## src/rtl/nvcmd_pkg.sv

```systemverilog
package nvcmd_pkg;

  typedef enum logic [1:0] {
    OP_NONE   = 2'd0,
    OP_STORE  = 2'd1,
    OP_RECALL = 2'd2
  } nv_op_t;

  // number of unlock reads that come before the selecting read
  localparam int UNLOCK_LEN = 5;

  localparam logic [15:0] STORE_CODE  = 16'h0FC0;
  localparam logic [15:0] RECALL_CODE = 16'h0C63;

  function automatic logic [15:0] unlock_code(input int idx);
    case (idx)
      0:       return 16'h0E38;
      1:       return 16'h31C7;
      2:       return 16'h03E0;
      3:       return 16'h3C1F;
      4:       return 16'h303F;
      default: return 16'h0000;
    endcase
  endfunction

endpackage

```

## src/rtl/nvcmd_edges.sv

```systemverilog
module nvcmd_edges (
  input  logic clk,
  input  logic rst,
  input  logic ce_n,
  input  logic we_n,
  output logic ce_fall,
  output logic we_fall,
  output logic rd_strobe,
  output logic wr_event
);
  logic ce_q, we_q;

  // reset to "low" history so a level held low is never taken as an edge
  always_ff @(posedge clk) begin
    if (rst) begin
      ce_q <= 1'b0;
      we_q <= 1'b0;
    end else begin
      ce_q <= ce_n;
      we_q <= we_n;
    end
  end

  assign ce_fall   = ce_q & ~ce_n;
  assign we_fall   = we_q & ~we_n;
  assign rd_strobe = ce_fall & we_n;
  assign wr_event  = (ce_fall & ~we_n) | (we_fall & ~ce_n);
endmodule

```

## src/rtl/nvcmd_matcher.sv

```systemverilog
module nvcmd_matcher
  import nvcmd_pkg::*;
#(
  parameter int ADDR_W = 15
) (
  input  logic              clk,
  input  logic              rst,
  input  logic              enable,
  input  logic              rd_strobe,
  input  logic              wr_event,
  input  logic [ADDR_W-1:0] addr,
  input  logic              vlow,
  output nv_op_t            start_op
);
  localparam int STEP_W = $clog2(UNLOCK_LEN + 1);
  localparam logic [ADDR_W-1:0] STORE_A  = ADDR_W'(STORE_CODE);
  localparam logic [ADDR_W-1:0] RECALL_A = ADDR_W'(RECALL_CODE);

  logic [STEP_W-1:0]     step_q, step_d;
  logic [UNLOCK_LEN-1:0] hit;
  logic                  exp_hit;

  genvar g;
  generate
    for (g = 0; g < UNLOCK_LEN; g++) begin : g_code
      localparam logic [ADDR_W-1:0] KEY = ADDR_W'(unlock_code(g));
      assign hit[g] = (addr == KEY);
    end
  endgenerate

  always_comb begin
    exp_hit = 1'b0;
    for (int i = 0; i < UNLOCK_LEN; i++) begin
      if (step_q == STEP_W'(i)) exp_hit = hit[i];
    end
  end

  always_comb begin
    step_d   = step_q;
    start_op = OP_NONE;
    if (!enable || wr_event) begin
      step_d = '0;
    end else if (rd_strobe) begin
      if (step_q == STEP_W'(UNLOCK_LEN)) begin
        if (addr == STORE_A && !vlow)  start_op = OP_STORE;
        else if (addr == RECALL_A)     start_op = OP_RECALL;
        step_d = (start_op == OP_NONE && hit[0]) ? STEP_W'(1) : '0;
      end else if (exp_hit) begin
        step_d = step_q + STEP_W'(1);
      end else begin
        step_d = hit[0] ? STEP_W'(1) : '0;
      end
    end
  end

  always_ff @(posedge clk) begin
    if (rst) step_q <= '0;
    else     step_q <= step_d;
  end
endmodule

```

## src/rtl/nvcmd_timer.sv

```systemverilog
module nvcmd_timer
  import nvcmd_pkg::*;
#(
  parameter int STORE_CYC  = 40,
  parameter int RECALL_CYC = 60,
  parameter int CLEAR_CYC  = 8
) (
  input  logic   clk,
  input  logic   rst,
  input  nv_op_t start_op,
  output logic   busy_q,
  output logic   busy_d,
  output logic   clear_q
);
  localparam int MAX_CYC = (STORE_CYC > RECALL_CYC) ? STORE_CYC : RECALL_CYC;
  localparam int CNT_W   = $clog2(MAX_CYC + 1);

  logic [CNT_W-1:0] cnt_q, cnt_d;
  logic             rec_q, rec_d, clear_d;

  always_comb begin
    cnt_d = cnt_q;
    if (start_op == OP_STORE)           cnt_d = CNT_W'(STORE_CYC - 1);
    else if (start_op == OP_RECALL)     cnt_d = CNT_W'(RECALL_CYC - 1);
    else if (busy_q && cnt_q != '0)     cnt_d = cnt_q - CNT_W'(1);
  end

  assign busy_d  = (start_op != OP_NONE) | (busy_q & (cnt_q != '0));
  assign rec_d   = (start_op == OP_RECALL) ? 1'b1 :
                   (start_op == OP_STORE)  ? 1'b0 : rec_q;
  assign clear_d = busy_d & rec_d & (cnt_d >= CNT_W'(RECALL_CYC - CLEAR_CYC));

  always_ff @(posedge clk) begin
    if (rst) begin
      cnt_q   <= '0;
      busy_q  <= 1'b0;
      rec_q   <= 1'b0;
      clear_q <= 1'b0;
    end else begin
      cnt_q   <= cnt_d;
      busy_q  <= busy_d;
      rec_q   <= rec_d;
      clear_q <= clear_d;
    end
  end
endmodule

```

## src/rtl/nvcmd_guard.sv

```systemverilog
module nvcmd_guard
  import nvcmd_pkg::*;
#(
  parameter int ADDR_W     = 15,
  parameter int STORE_CYC  = 40,
  parameter int RECALL_CYC = 60,
  parameter int CLEAR_CYC  = 8
) (
  input  logic              clk,
  input  logic              rst,
  input  logic              ce_n,
  input  logic              we_n,
  input  logic              oe_n,
  input  logic [ADDR_W-1:0] addr,
  input  logic              vlow,
  output logic              store_req,
  output logic              recall_req,
  output logic              busy,
  output logic              clear_phase,
  output logic              sram_access_en,
  output logic              out_en,
  output logic              write_en
);
  logic   ce_fall, we_fall, rd_strobe, wr_event;
  logic   busy_d, armed_q, armed_d, acc_d;
  nv_op_t start_op;

  nvcmd_edges u_edges (
    .clk       (clk),
    .rst       (rst),
    .ce_n      (ce_n),
    .we_n      (we_n),
    .ce_fall   (ce_fall),
    .we_fall   (we_fall),
    .rd_strobe (rd_strobe),
    .wr_event  (wr_event)
  );

  nvcmd_matcher #(.ADDR_W(ADDR_W)) u_match (
    .clk       (clk),
    .rst       (rst),
    .enable    (~busy),
    .rd_strobe (rd_strobe),
    .wr_event  (wr_event),
    .addr      (addr),
    .vlow      (vlow),
    .start_op  (start_op)
  );

  nvcmd_timer #(
    .STORE_CYC  (STORE_CYC),
    .RECALL_CYC (RECALL_CYC),
    .CLEAR_CYC  (CLEAR_CYC)
  ) u_timer (
    .clk      (clk),
    .rst      (rst),
    .start_op (start_op),
    .busy_q   (busy),
    .busy_d   (busy_d),
    .clear_q  (clear_phase)
  );

  // write arming: dropped when a command starts, set by a fresh edge when idle
  assign armed_d = (start_op != OP_NONE)             ? 1'b0 :
                   (!busy && (ce_fall || we_fall))   ? 1'b1 : armed_q;
  assign acc_d   = ~busy_d & ~ce_n;

  always_ff @(posedge clk) begin
    if (rst) begin
      armed_q        <= 1'b0;
      store_req      <= 1'b0;
      recall_req     <= 1'b0;
      sram_access_en <= 1'b0;
      out_en         <= 1'b0;
      write_en       <= 1'b0;
    end else begin
      armed_q        <= armed_d;
      store_req      <= (start_op == OP_STORE);
      recall_req     <= (start_op == OP_RECALL);
      sram_access_en <= acc_d;
      out_en         <= acc_d & we_n & ~oe_n;
      write_en       <= acc_d & armed_d & ~we_n & ~vlow;
    end
  end
endmodule

```

## config.mk

```make
export PLATFORM = sky130hd
export DESIGN_NAME = nvcmd_guard
export DESIGN_NICKNAME = d
export VERILOG_FILES = /design/src/rtl/nvcmd_pkg.sv /design/src/rtl/nvcmd_edges.sv /design/src/rtl/nvcmd_matcher.sv /design/src/rtl/nvcmd_timer.sv /design/src/rtl/nvcmd_guard.sv
export SDC_FILE = /design/constraint.sdc
export NUM_CORES = 1
export LEC_CHECK = 0
export ABC_CLOCK_PERIOD_IN_PS = 3000
export BUFFER_PORTS_ARGS = -buffer_cell sky130_fd_sc_hd__clkbuf_2
export CAP_MARGIN = 15
export CELL_PAD_IN_SITES_DETAIL_PLACEMENT = 2
export CELL_PAD_IN_SITES_GLOBAL_PLACEMENT = 2
export CORE_MARGIN = 2
export CORE_UTILIZATION = 32
export CTS_BUF_LIST = sky130_fd_sc_hd__clkbuf_8
export CTS_CLUSTER_DIAMETER = 60
export CTS_CLUSTER_SIZE = 16
export DETAILED_ROUTE_END_ITERATION = 10
export GPL_ROUTABILITY_DRIVEN = 1
export PLACE_DENSITY = 0.88
export SLEW_MARGIN = 25
export SYNTH_ARGS = -nofsm -noshare
export SYNTH_HDL_FRONTEND = slang
export SYNTH_HIERARCHICAL = 1
export SYNTH_SLANG_ARGS = --single-unit
```

## constraint.sdc

```tcl
create_clock -name clk -period 3 [get_ports clk]
set_clock_uncertainty 0.1 [all_clocks]
set_input_delay 0.15 -clock clk [delete_from_list [all_inputs] [get_ports clk]]
set_output_delay 0.15 -clock clk [all_outputs]
set_load 0.02 [all_outputs]
```

==> Yosys cells after proc, flatten, opt, wreduce, memory -nomap -nowiden <==
Cells that the tools add are included.
{ "totals": {"elab_cells": 88, "inputBits": 21, "reg_bits": 20} }
{ "op_classes": {"n_lt_le_gt_ge": 1, "n_addsub": 2, "bitwise_logic": 21, "n_mux": 24, "n_eq_ne": 14, "n_reduce_logical": 13} }
{ "op_table": {"columns": ["operator", "n"], "rows": [
  ["$eq A15 B12 Y1 const B", 3],
  ["$eq A15 B14 Y1 const B", 3],
  ["$mux W6", 3],
  ["$mux W2", 8],
  ["$eq A15 B10 Y1 const B", 1],
  ["$and A1 B1 Y1", 14],
  ["$mux W1", 11],
  ["$eq A3 B2 Y1 const B", 2],
  ["$eq A3 B3 Y1 const B", 2],
  ["$ge A6 B6 Y1 const B", 1],
  ["$mux W3", 2],
  ["$reduce_bool A6 Y1", 1],
  ["$sub A6 B1 Y6 const B", 1],
  ["$not A1 Y1", 5],
  ["$logic_and A1 B1 Y1", 4],
  ["$add A3 B1 Y3 const B", 1],
  ["$eq A3 B1 Y1 const B", 1],
  ["$logic_not A3 Y1", 1],
  ["$eq A2 B1 Y1 const B", 1],
  ["$eq A2 B2 Y1 const B", 1],
  ["$logic_not A1 Y1", 2],
  ["$logic_not A2 Y1", 1],
  ["$logic_or A1 B1 Y1", 2],
  ["$or A1 B1 Y1", 2],
  ["other kinds (2)", 2]
]} }

==> Logic depth before layout (Yosys ltp) <==
Gate-level depths: netlist of the first run.
{ "logic_depth": {"word_depth": 16, "depth_mapped": 10, "ltp_nobuf": 10} }

==> Cells and area by module <==
The synthesis of the first run kept the hierarchy.
{ "by_module_without_submodules": {"columns": ["mod", "area_each_um2", "cells_per_inst", "instances"], "rows": [
  ["nvcmd_timer", 525.5, 59, 1],
  ["nvcmd_matcher", 446.7, 62, 1],
  ["nvcmd_guard", 196.4, 17, 1],
  ["nvcmd_edges", 87.6, 9, 1]
]} }

==> Worst setup path before layout of the first run <==
No wires, ideal clock.
{ "synth_timing": {"kind": "register -> register", "from": "register u_timer.busy_q", "to": "register u_timer.clear_q", "path_stages_with_launch": 9, "setup_time_ns": 0.087, "setup_slack_ns": 0.623, "t_required_ns": 2.813, "n_path_buf": 0, "arrival_ns": 2.190, "period_less_slack_ns": 2.377, "path_cell_list": "dfxtp_1 > inv_1 > nor2b_1 > nand4_1 > nor4_1 > xnor2_1 > o41ai_4 > o22ai_1 > nor4b_2"} }
{ "synth_between": {"elab_chain_cells": 7} }
{ "synth_lines": {"columns": ["item", "line", "source"], "rows": [
  ["start: declaration", "nvcmd_timer.sv:11", "output logic busy_q,"],
  ["start signal: assignment", "nvcmd_timer.sv:41", "busy_q <= busy_d;"],
  ["$logic_or A1 B1 Y1 (*)", "nvcmd_matcher.sv:41", "if (!enable || wr_event) begin"],
  ["$mux W2 (*)", "nvcmd_matcher.sv:41", null],
  ["named net start_op[1]", "nvcmd_guard.sv:26", "nv_op_t start_op;"],
  ["$eq A2 B2 Y1 or $eq A2 B1 Y1 (tied branches)", null, null],
  ["$mux W6 or $mux W1 (tied branches)", "nvcmd_timer.sv:24, nvcmd_timer.sv:30", null],
  ["$mux W6 or $mux W1 (tied branches)", "nvcmd_timer.sv:23, nvcmd_timer.sv:29", null],
  ["$ge A6 B6 Y1 or $and A1 B1 Y1 (tied branches)", "nvcmd_timer.sv:31", "assign clear_d = busy_d & rec_d & (cnt_d >= CNT_W'(RECALL_CYC - CLEAR_CYC));"],
  ["$and A1 B1 Y1 (*)", "nvcmd_timer.sv:31", null],
  ["end signal: assignment", "nvcmd_timer.sv:43", "clear_q <= clear_d;"],
  ["end: declaration", "nvcmd_timer.sv:13", "output logic clear_q"]
]} }
The timed path passes the listed nets; every way through them passes the cells marked *.
A chain may end at the register's enable or synchronous reset.

==> Worst setup path after layout of the first run <==
{ "layout_timing": {"from": "register u_timer.cnt_q[0]", "to": "register out_en"} }
{ "layout_between": {"elab_chain_cells": 7} }
{ "layout_lines": {"columns": ["item", "line", "source"], "rows": [
  ["start: declaration", "nvcmd_timer.sv:18", "logic [CNT_W-1:0] cnt_q, cnt_d;"],
  ["start signal: assignment", "nvcmd_timer.sv:40", "cnt_q <= cnt_d;"],
  ["$reduce_bool A6 Y1", "nvcmd_timer.sv:28", "assign busy_d = (start_op != OP_NONE) | (busy_q & (cnt_q != '0));"],
  ["$and A1 B1 Y1", "nvcmd_timer.sv:28", null],
  ["$or A1 B1 Y1", "nvcmd_timer.sv:28", null],
  ["named net busy_d", "nvcmd_guard.sv:25", "logic busy_d, armed_q, armed_d, acc_d;"],
  ["$not A1 Y1", "nvcmd_guard.sv:66", "assign acc_d = ~busy_d & ~ce_n;"],
  ["$and A1 B1 Y1", "nvcmd_guard.sv:66", null],
  ["$and A1 B1 Y1 (2 in series)", "nvcmd_guard.sv:81", "out_en <= acc_d & we_n & ~oe_n;"],
  ["end signal: assignment", "nvcmd_guard.sv:81", null],
  ["end: declaration", "nvcmd_guard.sv:21", "output logic out_en,"]
]} }
The timed path passes the listed nets, and every way through them passes these cells.

==> Implementation_results.wiki, run 1 <==
{| class="wikitable"
! Metric !! Value
|-
| Peak supply drop || roughly 0.00020 V
|-
| Fin Hold WS || 0.0971 ns
|-
| Number of maximum-capacitance violations || 0
|-
| Depth of the CTS H-tree || 1
|-
| Timing endpoint of the critical path || out_en$_SDFF_PP0_
|-
| Area of the core || approximately 3700 µm²
|-
| Outcome || complete, no violations
|-
| R2r setup slk || 0.43 ns
|-
| Data arrival time of the critical path || roughly 2.6 ns
|-
| Number of port buffers || 27
|-
| Congestion Overflow GR || 0
|-
| Highest fanout seen on the critical path || 3
|-
| Footprint of the flip-flops and latches || 400 µm²
|-
| Layout cell share with drive strength beyond 1 || 26.7%
|-
| Worst slew slack as a fraction of its limit || 64.1%
|-
| Total wirelength of the detailed-routed design || 3.93 mm
|-
| Leading cell type in the layout, fill and taps excluded || sky130_fd_sc_hd__clkbuf_2
|-
| Vias per cell || around 5.4
|-
| Skew-Pair Late Insertion Delay || 0.26 ns
|-
| Data required time of the critical path || 3.07 ns
|-
| Root buffer cell || sky130_fd_sc_hd__clkbuf_8
|-
| Number of enable-type register cells in the synthesized netlist || 0
|-
| RSZ-0062 raised after global routing || no
|-
| Count of routing violations after the opening detailed-route iteration || 22
|-
| Clock transition at the registers of the reported paths || ~0.07 ns
|-
| Dpl ws || 0.387 ns
|-
| First-pass GRT wire length || 6.69 mm
|-
| Final hold vios || 0
|-
| Yosys cell types || 44
|-
| Number of placed I/O pins || 28
|-
| Static Leak || 0.595 nW
|-
| Actual slew at the worst max-slew pin || 0.531 ns
|-
| Site row count || 22
|-
| Number of warnings printed during yosys synthesis || 6
|-
| Routed wire per std cell || about 17 µm
|-
| Average footprint of a synthesized cell || 8.55 µm²
|-
| Die area || 4440 µm²
|-
| Startpoint of the worst register-to-register path || u_timer/cnt_q[0]$_SDFF_PP0_
|-
| Endpoints failing setup || 0
|-
| Relative area change from synthesis to final layout || 21.6%
|-
| Main synth FF type || sky130_fd_sc_hd__dfxtp_1
|-
| Final routed DRC violation total || 0
|-
| Via count of the first global-routing pass || 1440
|-
| Post-synthesis instance area || around 1300 µm²
|-
| Die boundary width || 66.7 µm
|-
| Post-cts gate resize count || 0
|-
| Num Clock Sinks || 20
|-
| Post-CTS repair timing setup buffer count || 0
|-
| Placer's final routability congestion estimate || 0.823
|-
| NumNets Final || between 200 and 250
|-
| Total Negative Setup Slacks || 0 ns
|-
| Largest net degree at the start of global routing || 16
|-
| Die Span Y || 66.7 µm
|-
| Final antenna diode count || 0
|-
| R2R cell count || 8
|-
| First element of the critical path || u_timer/cnt_q[0]$_SDFF_PP0_
|-
| Clock tree from TritonCTS || yes
|-
| Time the worst path needs with I/O delays and setup || 2.57 ns
|-
| Reg-to-Reg End || out_en$_SDFF_PP0_
|-
| Sequential fraction of the synthesis area || 31.9%
|-
| Router iterations before antenna repair || 4
|-
| Maximum achievable frequency || 389 MHz
|-
| Detailed-placement wirelength estimate || between 3 and 4 mm
|-
| Final worst-path cycle share || 85.7%
|-
| Max Transition Viols Final || 0
|-
| ANT nets after route || 0
|-
| Fraction of registers with async set/reset || 0%
|-
| Number of antenna violations at the first check in global routing || 0
|-
| Post-synth net total || 175
|-
| Most frequent cells in the layout || sky130_fd_sc_hd__clkbuf_2 (27), sky130_fd_sc_hd__dfxtp_1 (20), sky130_fd_sc_hd__nor2_1 (15)
|-
| Hold Crit Class || input pin to flip-flop
|-
| Worst setup path category || flip-flop to flip-flop
|-
| Filler cells || approximately 450
|-
| Total number of vias || around 1200
|-
| Mapped Cells || 147
|-
| Crit path capture type || flip-flop
|-
| Flop and latch count out of synthesis || 20
|-
| Startpoint class of the critical path || flip-flop
|-
| Initial core utilization || about 34%
|-
| Total clock buffers created by CTS || 3
|-
| Post-route worst setup slack || 0.428 ns
|-
| Total power density per cell area || 347 nW/µm²
|-
| Overall global routing resource usage || approximately a fifth
|-
| Multi-input combinational cell area || 803 µm²
|-
| Bufs on Longest Clock Path || 2
|}
[worst min-delay path by stage]
stage                     startpoint                      end  slack (ns)  cells past startpoint
after floorplan                  rst  u_edges/ce_q$_SDFF_PP0_        0.12                      1
after global placement          oe_n        out_en$_SDFF_PP0_        0.22                      2
after detailed placement        oe_n        out_en$_SDFF_PP0_        0.24                      2
after CTS                       we_n  u_edges/we_q$_SDFF_PP0_         0.1                      2
after global routing            ce_n  u_edges/ce_q$_SDFF_PP0_         0.1                      2
final                           we_n  u_edges/we_q$_SDFF_PP0_         0.1                      2
[cells by family (layout without fill, tap and decap cells)]
| logic type | after synthesis | in the layout | synth area share [%] |
|---|---|---|---|
| flops | 20 | 20 | 31.9 |
| fa+ha+maj | 7 | 7 | 6.97 |
| compound gates | 27 | 27 | 17.2 |
| simple gates | 76 | 76 | 37.4 |
| buf+inv | 14 | 47 | 4.18 |
| xor+xnor | 2 | 2 | 1.39 |
| mux | 1 | 1 | 0.896 |
[flip-flops by register name, summed over array words and instances (netlist names)]
register and cells:
u_match/step_q 3, armed_q 1, u_timer/clear_q 1, u_edges/ce_q 1, recall_req 1, store_req 1
u_timer/rec_q 1, u_edges/we_q 1, write_en 1, sram_access_en 1, out_en 1, u_timer/cnt_q 6
u_timer/busy_q 1
[where the power goes]
part	switching (mW)	internal, mW	total, mW
combinational	0.0281	0.0202	0.0484
sequential	0.00153	0.269	0.271
clock	0.0935	0.117	0.210
[layer usage]
| layer | global-route usage [%] | routed length [µm] | vias up |
|---|---|---|---|
| met4 | 6.12 | 82 | 0 |
| met1 | 20.1 | 1530 | 599 |
| met2 | 41.0 | 2230 | 18 |
| met3 | 4.05 | 90 | 9 |
| met5 | 0 | 0 | - |
| li1 | - | - | 597 |
[through the flow]
stage | cell area (µm²) | util [%] | power, mW | instances
2_1_floorplan | 1260 | - | 0.296 | 147
3_3_place_gp | 1460 | 39.4 | 0.320 | 223
3_5_place_dp | 1460 | 39.4 | 0.324 | 223
4_1_cts | 1530 | 41.1 | 0.535 | 228
5_1_grt | 1530 | 41.1 | 0.550 | 228
6_report | 1530 | 41.1 | 0.529 | 228
[worst max-delay path: stages (launching register included)]
cell	delay, ns
sky130_fd_sc_hd__dfxtp_1	0.34
sky130_fd_sc_hd__inv_1	0.09
sky130_fd_sc_hd__ha_1	0.24
sky130_fd_sc_hd__nor4b_2	0.38
sky130_fd_sc_hd__a21boi_1	0.21
sky130_fd_sc_hd__nor3_1	0.37
sky130_fd_sc_hd__inv_1	0.09
sky130_fd_sc_hd__or3_1	0.41
sky130_fd_sc_hd__nor3b_1	0.24
[final cells by class]
cell class	count	share of cell area, %
Clock buffer	4	3.60
Inverter	13	3.19
Multi-Input combinational cell	113	52.6
Sequential cell	20	26.2
Tap cell	48	3.93
Timing Repair Buffer	30	10.5
[synth_stat cells (3+ instances only)]
| cell | instances | share of area [%] |
|---|---|---|
| sky130_fd_sc_hd__a21oi_1 | 6 | 2.4 |
| sky130_fd_sc_hd__and2_1 | 3 | 1.5 |
| sky130_fd_sc_hd__dfxtp_1 | 20 | 32 |
| sky130_fd_sc_hd__ha_1 | 7 | 7.0 |
| sky130_fd_sc_hd__inv_1 | 13 | 3.9 |
| sky130_fd_sc_hd__nand2_1 | 12 | 3.6 |
| sky130_fd_sc_hd__nand2b_1 | 3 | 1.5 |
| sky130_fd_sc_hd__nand3_1 | 3 | 1.2 |
| sky130_fd_sc_hd__nand4_1 | 4 | 2.0 |
| sky130_fd_sc_hd__nor2_1 | 15 | 4.5 |
| sky130_fd_sc_hd__nor2b_1 | 5 | 2.5 |
| sky130_fd_sc_hd__nor3_1 | 6 | 2.4 |
| sky130_fd_sc_hd__nor3b_1 | 4 | 2.4 |
| sky130_fd_sc_hd__o21ai_0 | 4 | 1.6 |
| sky130_fd_sc_hd__or4_1 | 3 | 1.8 |
[repair_timing]
action,CTS,global route
hold buffers,1,0
endpoints found under the hold margin,1,0
setup endpoints to repair,0,0
Note: power is estimated with default switching activity, not from simulation.
==> inputs of run 2 (changes only) <==
REMOVE_ABC_BUFFERS = 1   (was not set)
==> run 2 against run 1 <==
Against the previous run:
- combinational power up 1%
- register-to-register slack worse by 0.20 ns
- critical path type unchanged
- via count up 1.7%
- clock power up 30%
- highest routed layer unchanged
- wire length up 0.87%
- die area unchanged
- largest cell class unchanged
==> Implementation_results.wiki, run 2 (same netlist as run 1, synthesis figures left out) <==
{| class="wikitable"
! Metric !! Value
|-
| Total clock buffers created by CTS || 3
|-
| NumNets Final || 208
|-
| Router iterations before antenna repair || 4
|-
| Area of the core || 3720 µm²
|-
| Worst slew slack as a fraction of its limit || roughly three fifths
|-
| Bufs and invs on worst path || 0
|-
| Time the worst path needs with I/O delays and setup || 2.78 ns
|-
| Worst setup path category || flip-flop to flip-flop
|-
| Largest net degree at the start of global routing || 16
|-
| Endpoints failing setup || 0
|-
| Final routed DRC violation total || 0
|-
| Outcome || complete, no violations
|-
| RSZ-0062 raised after global routing || no
|-
| Initial core utilization || 33.8%
|-
| Maximum achievable frequency || 360 MHz
|-
| Worst-path cell chain || nor2b_4 > and2_1 > nand4_1 > or4_1 > nor2_1 > xnor2_1 > o41ai_4 > o22ai_1 > nor4b_2
|-
| Max Transition Viols Final || 0
|-
| Crit path capture type || flip-flop
|-
| Vias per cell || about 5.5
|-
| ANT nets after route || 0
|-
| Leading cell type in the layout, fill and taps excluded || sky130_fd_sc_hd__clkbuf_2
|-
| Detailed-placement wirelength estimate || 3.11 mm
|-
| Number of maximum-capacitance violations || 0
|-
| Number of port buffers || 27
|-
| Root buffer cell || sky130_fd_sc_hd__clkbuf_8
|-
| Final hold vios || 0
|-
| Total number of vias || 1244
|-
| Dpl ws || 0.263 ns
|-
| Registers with the most flip-flops || u_timer/cnt_q x6, u_match/step_q x3
|-
| Post-Route M1 WL || 1.67 mm
|-
| Startpoint class of the critical path || flip-flop
|-
| Overall global routing resource usage || 20.3%
|-
| Clock transition at the registers of the reported paths || approximately 0.090 ns
|-
| Layout cell share with drive strength beyond 1 || 26.3%
|-
| Top cell family by delay on the critical path || simple AND/OR/NAND/NOR gates
|-
| Total power density per cell area || 386 nW/µm²
|-
| Die Span Y || ~67 µm
|-
| Footprint of the flip-flops and latches || 400 µm²
|-
| Relative area change from synthesis to final layout || 22.3%
|-
| Delay of the slowest critical-path stage || 0.50 ns
|-
| Post-CTS repair timing setup buffer count || 0
|-
| Met3 wirelength from detailed routing || around 140 µm
|-
| Final worst-path cycle share || 92.6%
|-
| Data required time of the critical path || roughly 3.1 ns
|-
| Most frequent cells in the layout || sky130_fd_sc_hd__clkbuf_2 (27), sky130_fd_sc_hd__dfxtp_1 (20), sky130_fd_sc_hd__nor2_1 (15)
|-
| Routed wire per std cell || 17.5 µm
|-
| Final Non-Filler Cells || between 200 and 250
|-
| Total Negative Setup Slacks || 0 ns
|-
| Util after Layout || about two fifths
|-
| Number of placed I/O pins || 28
|-
| Flip-flop count of the largest register after layout || 6
|-
| Skew-Pair Late Insertion Delay || 0.27 ns
|-
| Bufs on Longest Clock Path || 2
|-
| Register with the most flip-flops || u_timer/cnt_q
|-
| Multi-input combinational cell area || about 800 µm²
|-
| Actual slew at the worst max-slew pin || around 0.63 ns
|-
| Via count of the first global-routing pass || 1345
|-
| Critical Path Slowest Stage Cell || sky130_fd_sc_hd__nor2_1
|-
| Filler cells || 424
|-
| Highest fanout seen on the critical path || 9
|-
| Data arrival time of the critical path || 2.86 ns
|-
| Post-cts gate resize count || 0
|-
| Congestion Overflow GR || 0
|-
| Depth of the CTS H-tree || 1
|-
| Top routing layer in use || met4
|-
| Count of routing violations after the opening detailed-route iteration || 40
|-
| Final antenna diode count || 0
|-
| Clock tree from TritonCTS || yes
|-
| Number of antenna violations at the first check in global routing || 0
|-
| Number of placed cells counting well taps || 222
|-
| Total wirelength of the detailed-routed design || about 4 mm
|-
| Peak supply drop || about 0.00028 V
|-
| Hold Crit Class || input pin to flip-flop
|-
| Placer's final routability congestion estimate || roughly 0.82
|-
| First-pass GRT wire length || 6.65 mm
|-
| Die area || 4440 µm²
|-
| Static Leak || between 0.5 and 0.6 nW
|-
| Num Clock Sinks || 20
|-
| Site row count || 22
|-
| Die boundary width || 66.7 µm
|-
| Post-route worst setup slack || between 0.2 and 0.25 ns
|-
| Routed length on met2 || about 2.1 mm
|}
run 2: cell types whose count changed in the layout (fill, tap and decap cells not counted):
cell,before,now
sky130_fd_sc_hd__buf_4,2,1
sky130_fd_sc_hd__bufinv_16,0,1
sky130_fd_sc_hd__clkbuf_8,4,3
run 2: layout make-up:
class	instances	area share, %
Sequential cell	20	26.1
Clock inverter	1	1.95
Tap cell	48	3.91
Multi-Input combinational cell	113	52.3
Inverter	13	3.18
Timing Repair Buffer	29	9.93
Clock buffer	3	2.69
run 2: timing repair:
item                                    4_1_cts  5_1_grt
endpoints found under the setup margin        0        0
hold buffers                                  1        0
endpoints found under the hold margin         1        0
run 2: layer usage:
metal,track usage [%],vias to the layer above
li1,-,592
met1,21.6,623
met2,39.4,25
met3,5.24,4
met4,4.85,0
met5,0,-
run 2: through the flow:
step                hold WS [ns]  power [mW]  cell area [µm²]
finish                    0.0993       0.593             1540
floorplan                  0.119       0.295             1250
global route              0.0887       0.623             1540
CTS                       0.0934       0.599             1540
global placement           0.214       0.320             1460
detailed placement         0.224       0.323             1460
run 2: worst paths after layout:
path,slack [ns],cells after the start,end,from
worst max-delay path,0.22,9,u_timer/clear_q$_SDFF_PP0_,u_edges/ce_q$_SDFF_PP0_
worst min-delay path,0.1,2,out_en$_SDFF_PP0_,we_n
worst min register to register,0.39,2,write_en$_SDFF_PP0_,armed_q$_SDFF_PP0_
worst max register to register,0.22,9,u_timer/clear_q$_SDFF_PP0_,u_edges/ce_q$_SDFF_PP0_
run 2: power breakdown:
group / switching (mW) / internal (mW) / leakage (nW)
Sequential: 0.00140 / 0.269 / 0.162
Clock: 0.0952 / 0.178 / 0.0357
Combinational: 0.0288 / 0.0203 / 0.399
==> inputs of run 3 (changes only) <==
HOLD_SLACK_MARGIN = 0.12   (was not set)
==> run 3 against run 2 <==
Against the previous run:
- clock power about the same
- count of clock-buffer cells in the layout is the same
- sequential cell count did not move
- critical endpoint unchanged
- final cell count grew 0.88%
- total power up 0.42%
- sequential share of layout area fell by 0.38 points
- sequential power hardly changed
- non-clock buffer count grew 2
- global-route usage is 0.071 points higher
- wire length increased by 0.61%
- largest power group unchanged
- utilization up 0.61 points
- critical path depth rose by 1
==> Implementation_results.wiki, run 3 (same netlist as run 1, synthesis figures left out) <==
{| class="wikitable"
! Metric !! Value
|-
| Root buffer cell || sky130_fd_sc_hd__clkbuf_8
|-
| Die area || 4440 µm²
|-
| Largest net degree at the start of global routing || 16
|-
| GR Util met3 || 5.24%
|-
| First element of the critical path || we_n
|-
| Highest fanout seen on the critical path || 9
|-
| Clock tree from TritonCTS || yes
|-
| Startpoint class of the critical path || input pin
|-
| Number of placed cells counting well taps || 222
|-
| Router iterations before antenna repair || 4
|-
| Number of port buffers || 27
|-
| Worst-path cell chain || dlygate4sd3_1 > clkbuf_2 > and2_1 > nand4_1 > or4_1 > nor2_2 > xnor2_1 > o41ai_4 > o22ai_1 > nor4b_2
|-
| Clock transition at the registers of the reported paths || 0.09 ns
|-
| Hold Crit Class || input pin to flip-flop
|-
| Die Span Y || 66.7 µm
|-
| Global-route met2 utilization || 39.8%
|-
| Endpoints failing setup || 0
|-
| Max Transition Viols Final || 0
|-
| Detailed-placement wirelength estimate || just over 3 mm
|-
| Peak supply drop || 0.000272 V
|-
| Reg-to-Reg End || out_en$_SDFF_PP0_
|-
| Number of antenna violations at the first check in global routing || 0
|-
| Final instance area || 1560 µm²
|-
| Filler cells || roughly 420
|-
| Final Non-Filler Cells || 229
|-
| RSZ-0062 raised after global routing || no
|-
| Num Clock Sinks || 20
|-
| Site row count || 22
|-
| Timing endpoint of the critical path || u_timer/clear_q$_SDFF_PP0_
|-
| R2r setup slk || 0.37 ns
|-
| Final routed DRC violation total || 0
|-
| Startpoint of the worst register-to-register path || u_timer/cnt_q[0]$_SDFF_PP0_
|-
| Worst slew slack as a fraction of its limit || roughly two thirds
|-
| Time the worst path needs with I/O delays and setup || 2.69 ns
|-
| Data arrival time of the critical path || 2.73 ns
|-
| Vias per cell || 5.40
|-
| Leading cell type in the layout, fill and taps excluded || sky130_fd_sc_hd__clkbuf_2
|-
| Bufs on Longest Clock Path || 2
|-
| Area of the core || 3720 µm²
|-
| Depth of the CTS H-tree || 1
|-
| Dpl ws || 0.263 ns
|-
| NumNets Final || between 200 and 250
|-
| Worst setup path category || input pin to flip-flop
|-
| R2R cell count || 8
|-
| Outcome || complete, no violations
|-
| Count of routing violations after the opening detailed-route iteration || 37
|-
| Flip-flop count of the largest register after layout || 6
|-
| Skew-Pair Late Insertion Delay || 0.27 ns
|-
| Relative area change from synthesis to final layout || 24.1%
|-
| Crit path capture type || flip-flop
|-
| Most frequent cells in the layout || sky130_fd_sc_hd__clkbuf_2 (27), sky130_fd_sc_hd__dfxtp_1 (20), sky130_fd_sc_hd__nor2_1 (14)
|-
| Registers with the most flip-flops || u_timer/cnt_q x6, u_match/step_q x3
|-
| Maximum achievable frequency || 372 MHz
|-
| Static Leak || 0.605 nW
|-
| Footprint of the flip-flops and latches || 400 µm²
|-
| Actual slew at the worst max-slew pin || between 0.5 and 0.6 ns
|-
| ANT nets after route || 0
|-
| Met1 usage || 21.5%
|-
| Final worst-path cycle share || between 80% and 90%
|-
| Layout cell share with drive strength beyond 1 || 26.5%
|-
| Post-route worst setup slack || ~0.31 ns
|-
| Multi-input combinational cell area || 806 µm²
|-
| Placer's final routability congestion estimate || 0.822
|-
| Routed wire per std cell || 17.4 µm
|-
| Total wirelength of the detailed-routed design || 3.99 mm
|-
| Placed cell areas || 1460 µm²
|-
| Final hold vios || 0
|-
| Critical Path Slowest Stage Cell || sky130_fd_sc_hd__dlygate4sd3_1
|-
| First-pass GRT wire length || 6.67 mm
|-
| Die boundary width || approximately 67 µm
|-
| Number of placed I/O pins || 28
|-
| Initial core utilization || 33.8%
|-
| Util after Layout || a little over two fifths
|-
| Critical Path Stages || 10
|-
| Delay of the slowest critical-path stage || 0.52 ns
|-
| Data required time of the critical path || 3.04 ns
|-
| Post-CTS repair timing setup buffer count || 0
|-
| Total power density per cell area || around 380 nW/µm²
|-
| Overall global routing resource usage || 20.4%
|-
| Total number of vias || 1236
|-
| Register with the most flip-flops || u_timer/cnt_q
|-
| Number of maximum-capacitance violations || 0
|-
| Via count of the first global-routing pass || 1347
|-
| GRT busiest layer || met2
|-
| Congestion Overflow GR || 0
|-
| Bufs and invs on worst path || 2
|-
| Total clock buffers created by CTS || 3
|-
| Total Negative Setup Slacks || 0 ns
|-
| Top cell family by delay on the critical path || simple AND/OR/NAND/NOR gates
|-
| Final antenna diode count || 0
|}
-- run 3: changes by cell type in the layout (fill, tap and decap cells not counted), sizes merged --
cell,delta
dlygate4sd3,+2
-- run 3: routing by layer --
metal	wire, µm	part of all wire, %
met1	1670	42
met2	2150	54
met3	126	3.2
met4	38	0.95
met5	0	0
-- run 3: worst min path at each step --
stage	startpoint	end	slack (ns)	depth (start not counted)
2_1_floorplan	rst	u_timer/cnt_q[0]$_SDFF_PP0_	0.12	1
3_3_place_gp	oe_n	out_en$_SDFF_PP0_	0.21	2
3_5_place_dp	oe_n	out_en$_SDFF_PP0_	0.22	2
4_1_cts	vlow	write_en$_SDFF_PP0_	0.14	3
5_1_grt	vlow	write_en$_SDFF_PP0_	0.14	3
6_report	vlow	write_en$_SDFF_PP0_	0.15	3
-- run 3: through the flow --
| stage | hold WS, ns | total power, mW |
|---|---|---|
| final | 0.152 | 0.596 |
| after detailed placement | 0.224 | 0.323 |
| after CTS | 0.144 | 0.600 |
| after floorplan | 0.119 | 0.295 |
| after global routing | 0.137 | 0.625 |
| after global placement | 0.214 | 0.320 |
-- run 3: what timing repair did --
item | CTS | global route
gates resized for setup | 0 | 1
endpoints found under the hold margin | 3 | 0
endpoints found under the setup margin | 0 | 1
hold buffers | 3 | 0
-- run 3: power by group --
| group | internal, mW | switching, mW |
|---|---|---|
| clock | 0.178 | 0.0955 |
| sequential | 0.269 | 0.00139 |
| combinational | 0.0220 | 0.0294 |
-- run 3: final cells by class --
cell class	count	area share (%)
clock buffer	3	2.65
clock inverter	1	1.93
inverter	13	3.13
multi-input combinational	113	51.7
sequential	20	25.7
tap	48	3.85
timing repair buffer	31	11.1
-- run 3: tightest hold or removal path, cell delays in order --
cell	delay [ns]
sky130_fd_sc_hd__clkbuf_2	0.11
sky130_fd_sc_hd__or4_1	0.15
sky130_fd_sc_hd__a211oi_2	0.05
